**config.mk**
```make
export PLATFORM = sky130hd
export DESIGN_NAME = adcArbiter
export DESIGN_NICKNAME = d
export VERILOG_FILES = /design/src/rtl/adcArbPkg.sv /design/src/rtl/adcArbCtrl.sv /design/src/rtl/adcArbData.sv /design/src/rtl/adcArbiter.sv
export SDC_FILE = /design/constraint.sdc
export NUM_CORES = 1
export LEC_CHECK = 0
export BUFFER_PORTS_ARGS = -buffer_cell sky130_fd_sc_hd__buf_2
export CORE_MARGIN = 2
export CORE_UTILIZATION = 51
export CTS_CLUSTER_DIAMETER = 80
export DETAILED_ROUTE_END_ITERATION = 10
export GPL_ROUTABILITY_DRIVEN = 0
export PLACE_DENSITY = 0.79
export SETUP_SLACK_MARGIN = 0.02
export SLEW_MARGIN = 20
export SYNTH_ARGS = -nofsm -noshare
export SYNTH_HDL_FRONTEND = slang
export SYNTH_SLANG_ARGS = --single-unit
```
**constraint.sdc**
```tcl
create_clock -name clk -period 3.7 [get_ports clk]
set_clock_uncertainty 0.1 [all_clocks]
set_input_delay 0.185 -clock clk [delete_from_list [all_inputs] [get_ports clk]]
set_output_delay 0.185 -clock clk [all_outputs]
set_load 0.01 [all_outputs]
```
**src/rtl/adcArbPkg.sv**
```systemverilog
`timescale 1ns/1ps
package adcArbPkg;

  typedef enum logic [1:0] {
    MODE_SHIELD = 2'd0,
    MODE_FIXED  = 2'd1,
    MODE_ROUND  = 2'd2,
    MODE_RSVD   = 2'd3
  } arbMode_e;

  // Strobes from control to datapath
  typedef struct packed {
    logic loadGrant;
    logic clearGrant;
    logic captureResult;
  } arbStrb_t;

endpackage

```
**src/rtl/adcArbCtrl.sv**
```systemverilog
`timescale 1ns/1ps
module adcArbCtrl
  import adcArbPkg::*;
#(
  parameter int NUM_REQ = 3,
  parameter int PRIO_W  = 2,
  parameter logic [1:0] RST_MODE = 2'd1,
  parameter logic [NUM_REQ*PRIO_W-1:0] RST_PRIO = '0
) (
  input  logic                      clk,
  input  logic                      rstN,
  input  logic                      cfgWr,
  input  logic [1:0]                cfgMode,
  input  logic [NUM_REQ*PRIO_W-1:0] cfgPrio,
  input  logic [NUM_REQ-1:0]        reqIn,
  input  logic                      convDone,
  input  logic [NUM_REQ-1:0]        grantQ,
  output arbStrb_t                  strb,
  output logic [NUM_REQ-1:0]        nextGrant
);

  localparam int IDX_W = (NUM_REQ > 1) ? $clog2(NUM_REQ) : 1;

  arbMode_e                  modeQ;
  logic [NUM_REQ*PRIO_W-1:0] prioQ;
  logic                      busyQ;
  logic [IDX_W-1:0]          rrPtrQ;

  logic [PRIO_W-1:0] prioArr [NUM_REQ];
  logic [IDX_W-1:0]  topIdx, fixIdx, rrIdx, winIdx, ownIdx;
  logic              fixHit, rrHit, winHit;

  function automatic logic [IDX_W-1:0] wrapAdd(input logic [IDX_W-1:0] base, input int step);
    int sum;
    sum = int'(base) + step;
    if (sum >= NUM_REQ) sum = sum - NUM_REQ;
    return IDX_W'(sum);
  endfunction

  generate
    for (genvar g = 0; g < NUM_REQ; g++) begin : gPrio
      assign prioArr[g]   = prioQ[g*PRIO_W +: PRIO_W];
      assign nextGrant[g] = winHit && (winIdx == IDX_W'(g));
    end
  endgenerate

  // Highest configured priority, lowest index on ties
  always_comb begin
    topIdx = '0;
    for (int i = 1; i < NUM_REQ; i++)
      if (prioArr[i] > prioArr[topIdx]) topIdx = IDX_W'(i);
  end

  // Fixed priority among pending requesters
  always_comb begin
    fixHit = 1'b0;
    fixIdx = '0;
    for (int i = 0; i < NUM_REQ; i++)
      if (reqIn[i] && (!fixHit || prioArr[i] > prioArr[fixIdx])) begin
        fixHit = 1'b1;
        fixIdx = IDX_W'(i);
      end
  end

  // Round-robin search from the pointer
  always_comb begin
    rrHit = 1'b0;
    rrIdx = '0;
    for (int k = 0; k < NUM_REQ; k++)
      if (!rrHit && reqIn[wrapAdd(rrPtrQ, k)]) begin
        rrHit = 1'b1;
        rrIdx = wrapAdd(rrPtrQ, k);
      end
  end

  always_comb begin
    unique case (modeQ)
      MODE_SHIELD: begin winHit = reqIn[topIdx]; winIdx = topIdx; end
      MODE_ROUND:  begin winHit = rrHit;         winIdx = rrIdx;  end
      default:     begin winHit = fixHit;        winIdx = fixIdx; end
    endcase
  end

  always_comb begin
    ownIdx = '0;
    for (int i = 0; i < NUM_REQ; i++)
      if (grantQ[i]) ownIdx = IDX_W'(i);
  end

  assign strb.loadGrant     = !busyQ && winHit;
  assign strb.clearGrant    = busyQ && convDone;
  assign strb.captureResult = convDone;

  always_ff @(posedge clk or negedge rstN) begin
    if (!rstN) begin
      modeQ  <= arbMode_e'(RST_MODE);
      prioQ  <= RST_PRIO;
      busyQ  <= 1'b0;
      rrPtrQ <= '0;
    end else begin
      if (cfgWr) begin
        modeQ <= arbMode_e'(cfgMode);
        prioQ <= cfgPrio;
      end
      if (strb.loadGrant)       busyQ <= 1'b1;
      else if (strb.clearGrant) busyQ <= 1'b0;
      if (strb.clearGrant) rrPtrQ <= wrapAdd(ownIdx, 1);
    end
  end

endmodule

```
**src/rtl/adcArbData.sv**
```systemverilog
`timescale 1ns/1ps
module adcArbData
  import adcArbPkg::*;
#(
  parameter int NUM_REQ = 3,
  parameter int CHAN_W  = 4,
  parameter int DATA_W  = 12
) (
  input  logic                      clk,
  input  logic                      rstN,
  input  arbStrb_t                  strb,
  input  logic [NUM_REQ-1:0]        nextGrant,
  input  logic [CHAN_W-1:0]         resChanIn,
  input  logic [DATA_W-1:0]         resDataIn,
  output logic [NUM_REQ-1:0]        grantQ,
  output logic                      resStrobe,
  output logic [DATA_W-1:0]         resData,
  output logic [NUM_REQ*CHAN_W-1:0] resChanOut,
  output logic [NUM_REQ-1:0]        resInvalid
);

  localparam logic [CHAN_W-1:0] BAD_CHAN = '1;

  always_ff @(posedge clk or negedge rstN) begin
    if (!rstN) begin
      grantQ    <= '0;
      resStrobe <= 1'b0;
      resData   <= '0;
    end else begin
      if (strb.clearGrant)     grantQ <= '0;
      else if (strb.loadGrant) grantQ <= nextGrant;
      resStrobe <= strb.captureResult;
      if (strb.captureResult) resData <= resDataIn;
    end
  end

  generate
    for (genvar g = 0; g < NUM_REQ; g++) begin : gTag
      always_ff @(posedge clk or negedge rstN) begin
        if (!rstN) begin
          resChanOut[g*CHAN_W +: CHAN_W] <= BAD_CHAN;
          resInvalid[g]                  <= 1'b0;
        end else if (strb.captureResult) begin
          resChanOut[g*CHAN_W +: CHAN_W] <= grantQ[g] ? resChanIn : BAD_CHAN;
          resInvalid[g]                  <= !grantQ[g];
        end
      end
    end
  endgenerate

endmodule

```
**src/rtl/adcArbiter.sv**
```systemverilog
`timescale 1ns/1ps
module adcArbiter
  import adcArbPkg::*;
#(
  parameter int NUM_REQ = 3,
  parameter int PRIO_W  = 2,
  parameter int CHAN_W  = 4,
  parameter int DATA_W  = 12,
  parameter logic [1:0] RST_MODE = 2'd1,
  parameter logic [NUM_REQ*PRIO_W-1:0] RST_PRIO = 6'b10_00_01
) (
  input  logic                      clk,
  input  logic                      rstN,
  input  logic                      cfgWr,
  input  logic [1:0]                cfgMode,
  input  logic [NUM_REQ*PRIO_W-1:0] cfgPrio,
  input  logic [NUM_REQ-1:0]        reqIn,
  input  logic                      convDone,
  input  logic [CHAN_W-1:0]         resChanIn,
  input  logic [DATA_W-1:0]         resDataIn,
  output logic [NUM_REQ-1:0]        grantOut,
  output logic                      resStrobe,
  output logic [DATA_W-1:0]         resData,
  output logic [NUM_REQ*CHAN_W-1:0] resChanOut,
  output logic [NUM_REQ-1:0]        resInvalid
);

  arbStrb_t           strb;
  logic [NUM_REQ-1:0] nextGrant;
  logic [NUM_REQ-1:0] grantQ;

  adcArbCtrl #(
    .NUM_REQ (NUM_REQ),
    .PRIO_W  (PRIO_W),
    .RST_MODE(RST_MODE),
    .RST_PRIO(RST_PRIO)
  ) ctrl_i (
    .clk      (clk),
    .rstN     (rstN),
    .cfgWr    (cfgWr),
    .cfgMode  (cfgMode),
    .cfgPrio  (cfgPrio),
    .reqIn    (reqIn),
    .convDone (convDone),
    .grantQ   (grantQ),
    .strb     (strb),
    .nextGrant(nextGrant)
  );

  adcArbData #(
    .NUM_REQ(NUM_REQ),
    .CHAN_W (CHAN_W),
    .DATA_W (DATA_W)
  ) data_i (
    .clk       (clk),
    .rstN      (rstN),
    .strb      (strb),
    .nextGrant (nextGrant),
    .resChanIn (resChanIn),
    .resDataIn (resDataIn),
    .grantQ    (grantQ),
    .resStrobe (resStrobe),
    .resData   (resData),
    .resChanOut(resChanOut),
    .resInvalid(resInvalid)
  );

  assign grantOut = grantQ;

endmodule

```
==> results.txt <==
Die boundary width: 67.4 um
Worst hold margin: 0.0125 ns
Setup tns final: 0 ns
Vias in the first global route: 1395
Peak Freq: 338 MHz
CP delay by family, top: simple AND/OR/NAND/NOR gates
Die Y: 67.4 um
Worst r2r src: ctrl_i.prioQ[0]
Dpl ws: 0.781 ns
Share of layout cells above drive strength 1: 43.5%
Area Overhead vs Synth: 21.8%
Worst-case vdd ir drop: 0.314 mV
Hold Path Depth: 3
Reg2Reg Capture Point: data_i.grantQ[0]
Die Area: 0.00454 mm2
Detailed Route Iter0 Violations: 109
Worst path required time: 3.79 ns
Clock Tree Root: clkbuf_8
Crit share post-route: 80.1%
Leading area contributor after synthesis: dfrtp_1
Antenna violations before repair: 0
Mux share of post-synthesis cell area: 11.7%
Largest net degree at the start of global routing: 43
CTS tree: done
RSZ-0062 raised after global routing: false
Seq/Total Area, Yosys: 52.2%
Drt drc: 0
Post-CTS setup buffers: 0
Worst skew pair latency: 0.29 ns
Effective utilization at floorplan: 52.0%
Largest family of logic cells by synthesized area: compound AO/OA/AOI/OAI gates
Critical path class: flop to flop
Post-DP HPWL: 2920 um
Share of Yosys cell area claimed by the top area cell type: 33.0%
Total gr overflow: 0
Hold-fix buffers, CTS: 3
Slowest-stage cell, CP: dfstp_2
Adder-cell share of the synthesized area: 5.98%
Worst R2R Setup Slack: 0.74 ns
Worst min-delay path startpoint: cfgPrio[2]
Synth cell types: 41
Post-layout util: 63.3%
Worst path bufs/invs: 0
Final Max Tran Viols: 0
Synth cell count leaders: dfrtp_1, nand2_1, inv_1, mux2_2, dfstp_2
Final ANT Viol Nets: 0
CTS Sinks: 42
Hold Vio Cnt, Final: 0
Sequential cell area: 0.00107 mm2
Post-synth EDFFs: 0
Post_cts resized: 0
Hold EP: ctrl_i.prioQ[2]
Endpoints failing setup: 0
Total GRT Usage: 18.6%
Max clock buf depth: 2
# rows: 23
Wire per inst: 13.3 um
CTS buffer count: 5
CP arrival: 3.06 ns
Ant diodes: 0
Top-count cell post-synth: dfrtp_1
Vias per inst: 5.26
Status: finished clean
Worst-case reg-to-reg path depth: 11
Vias after detailed routing: 1566
Cells after Synth: 183
Hold Path Class: primary input to flop
Startpoint Class: flop
Yosys warns: 0
Main area contributors after synthesis: dfrtp_1, dfstp_2, mux2_2
Post-DP Area: 0.00238 mm2
Mapped Area: 0.00205 mm2
NumNets Final: 287
CORE AREA: 0.00394 mm2
Drt pass-1 iters: 4
Critical path's largest stage delay: 0.56 ns
Ys async rst share: 100%
Clk pin slew, worst setup/hold paths: 0.08 ns
Avg Cell Area, Syn: 11.2 um2
Max-capacitance violation count: 0
Total Wirelength: 3980 um
Xor/xnor share of the synthesized area: 0%
Ys flop type: dfrtp_1
Area of the multi-input gates: 878 um2
Synth Area in Simple Gates: 10.4%
First-pass GRT wire length: 6270 um
Power Dens Cells: 563 mW/mm2
CTS H-tree depth: 2
Synthesized net count: 223
CP max FO: 4
IO Pins: 62
Least-Margin Pin Slew: 0.921 ns
Max-slew headroom: 38.6%
Synth Area in Compound Gates: 14.8%
Crit-path cells: ha_1 > and2b_1 > nor2_1 > nor2_1 > a21oi_1 > ha_1 > nand2_1 > o21ai_0 > and4b_4 > or3_4 > o41ai_2
Final worst slack: 0.738 ns
P_leak: 1.18 nW
Synth Register Bits: 42
Filler Cell Count: 325
Post-layout min period: 2.96 ns
CP Capture Type: flop
Number of port buffers: 61
Final Instance Area: 0.00250 mm2
-- worst register-to-register path, stage by stage, from the launching register on --
cell     delay, ns
dfstp_2       0.56
ha_1          0.23
and2b_1       0.20
nor2_1        0.18
nor2_1        0.06
a21oi_1       0.13
ha_1          0.25
nand2_1       0.08
o21ai_0       0.11
and4b_4       0.21
or3_4         0.41
o41ai_2       0.34
-- metrics by stage --
step           instances  power, mW
2_1_floorplan        183      0.982
3_3_place_gp         287       1.11
3_5_place_dp         287       1.13
4_1_cts              298       1.42
5_1_grt              298       1.50
6_report             298       1.41
-- worst max-delay path by stage --
stage | startpoint | end | slack [ns] | depth (start not counted)
4_1_cts | ctrl_i.prioQ[0] | data_i.grantQ[0] | 0.75 | 11
3_3_place_gp | ctrl_i.prioQ[0] | data_i.grantQ[0] | 0.87 | 11
2_1_floorplan | ctrl_i.prioQ[0] | data_i.grantQ[0] | 0.96 | 11
5_1_grt | ctrl_i.prioQ[1] | data_i.grantQ[0] | 0.53 | 12
6_report | ctrl_i.prioQ[0] | data_i.grantQ[0] | 0.74 | 11
3_5_place_dp | ctrl_i.prioQ[0] | data_i.grantQ[0] | 0.78 | 11
-- layout make-up --
class                   instances  area share [%]
flip-flops and latches         42            42.9
multi-input cells             117            35.2
repair buffers                 64            13.4
clock buffers                   6            2.91
inverters                      17            2.56
well taps                      50            2.51
clock inverters                 2           0.551
-- placed cells by master, fill, tap and decap left out, drive strengths merged, types with 3 or more instances in the layout --
| master | instances |
|---|---|
| mux2 | 16 |
| nor2 | 11 |
| o22a | 6 |
| dlygate4sd3 | 3 |
| a31oi | 6 |
| a21oi | 3 |
| dfrtp | 27 |
| ha | 9 |
| o21ai | 10 |
| inv | 17 |
| buf | 61 |
| o221ai | 3 |
| clkbuf | 6 |
| mux2i | 6 |
| dfstp | 15 |
| nand2 | 21 |
-- flip-flops by register name, summed over array words and instances (netlist names) --
| register | count |
|---|---|
| data_i.resData | 12 |
| data_i.resInvalid | 3 |
| data_i.resChanOut | 12 |
| data_i.grantQ | 3 |
| ctrl_i.modeQ | 2 |
| ctrl_i.prioQ | 6 |
| ctrl_i.busyQ | 1 |
| ctrl_i.rrPtrQ | 2 |
| data_i.resStrobe | 1 |
-- power breakdown --
group          switching [mW]  leakage, nW  total, mW  internal [mW]
sequential             0.0759        0.476      0.649          0.573
clock                   0.156       0.0452      0.289          0.133
combinational           0.245        0.659      0.467          0.222
-- cell families after synthesis --
logic type	after synthesis
compound gates	41
fa+ha+maj	10
buf+inv	24
flops	42
mux	22
simple gates	44
-- layer usage --
| layer | track usage, % | part of all wire (%) | up-vias |
|---|---|---|---|
| met5 | 0 | 0 | - |
| met4 | 6.38 | 1.5 | 0 |
| met3 | 5.50 | 6.6 | 9 |
| met2 | 30.7 | 50 | 57 |
| met1 | 23.4 | 42 | 728 |
| li1 | - | - | 772 |
Power figures use the tool's default switching activity.
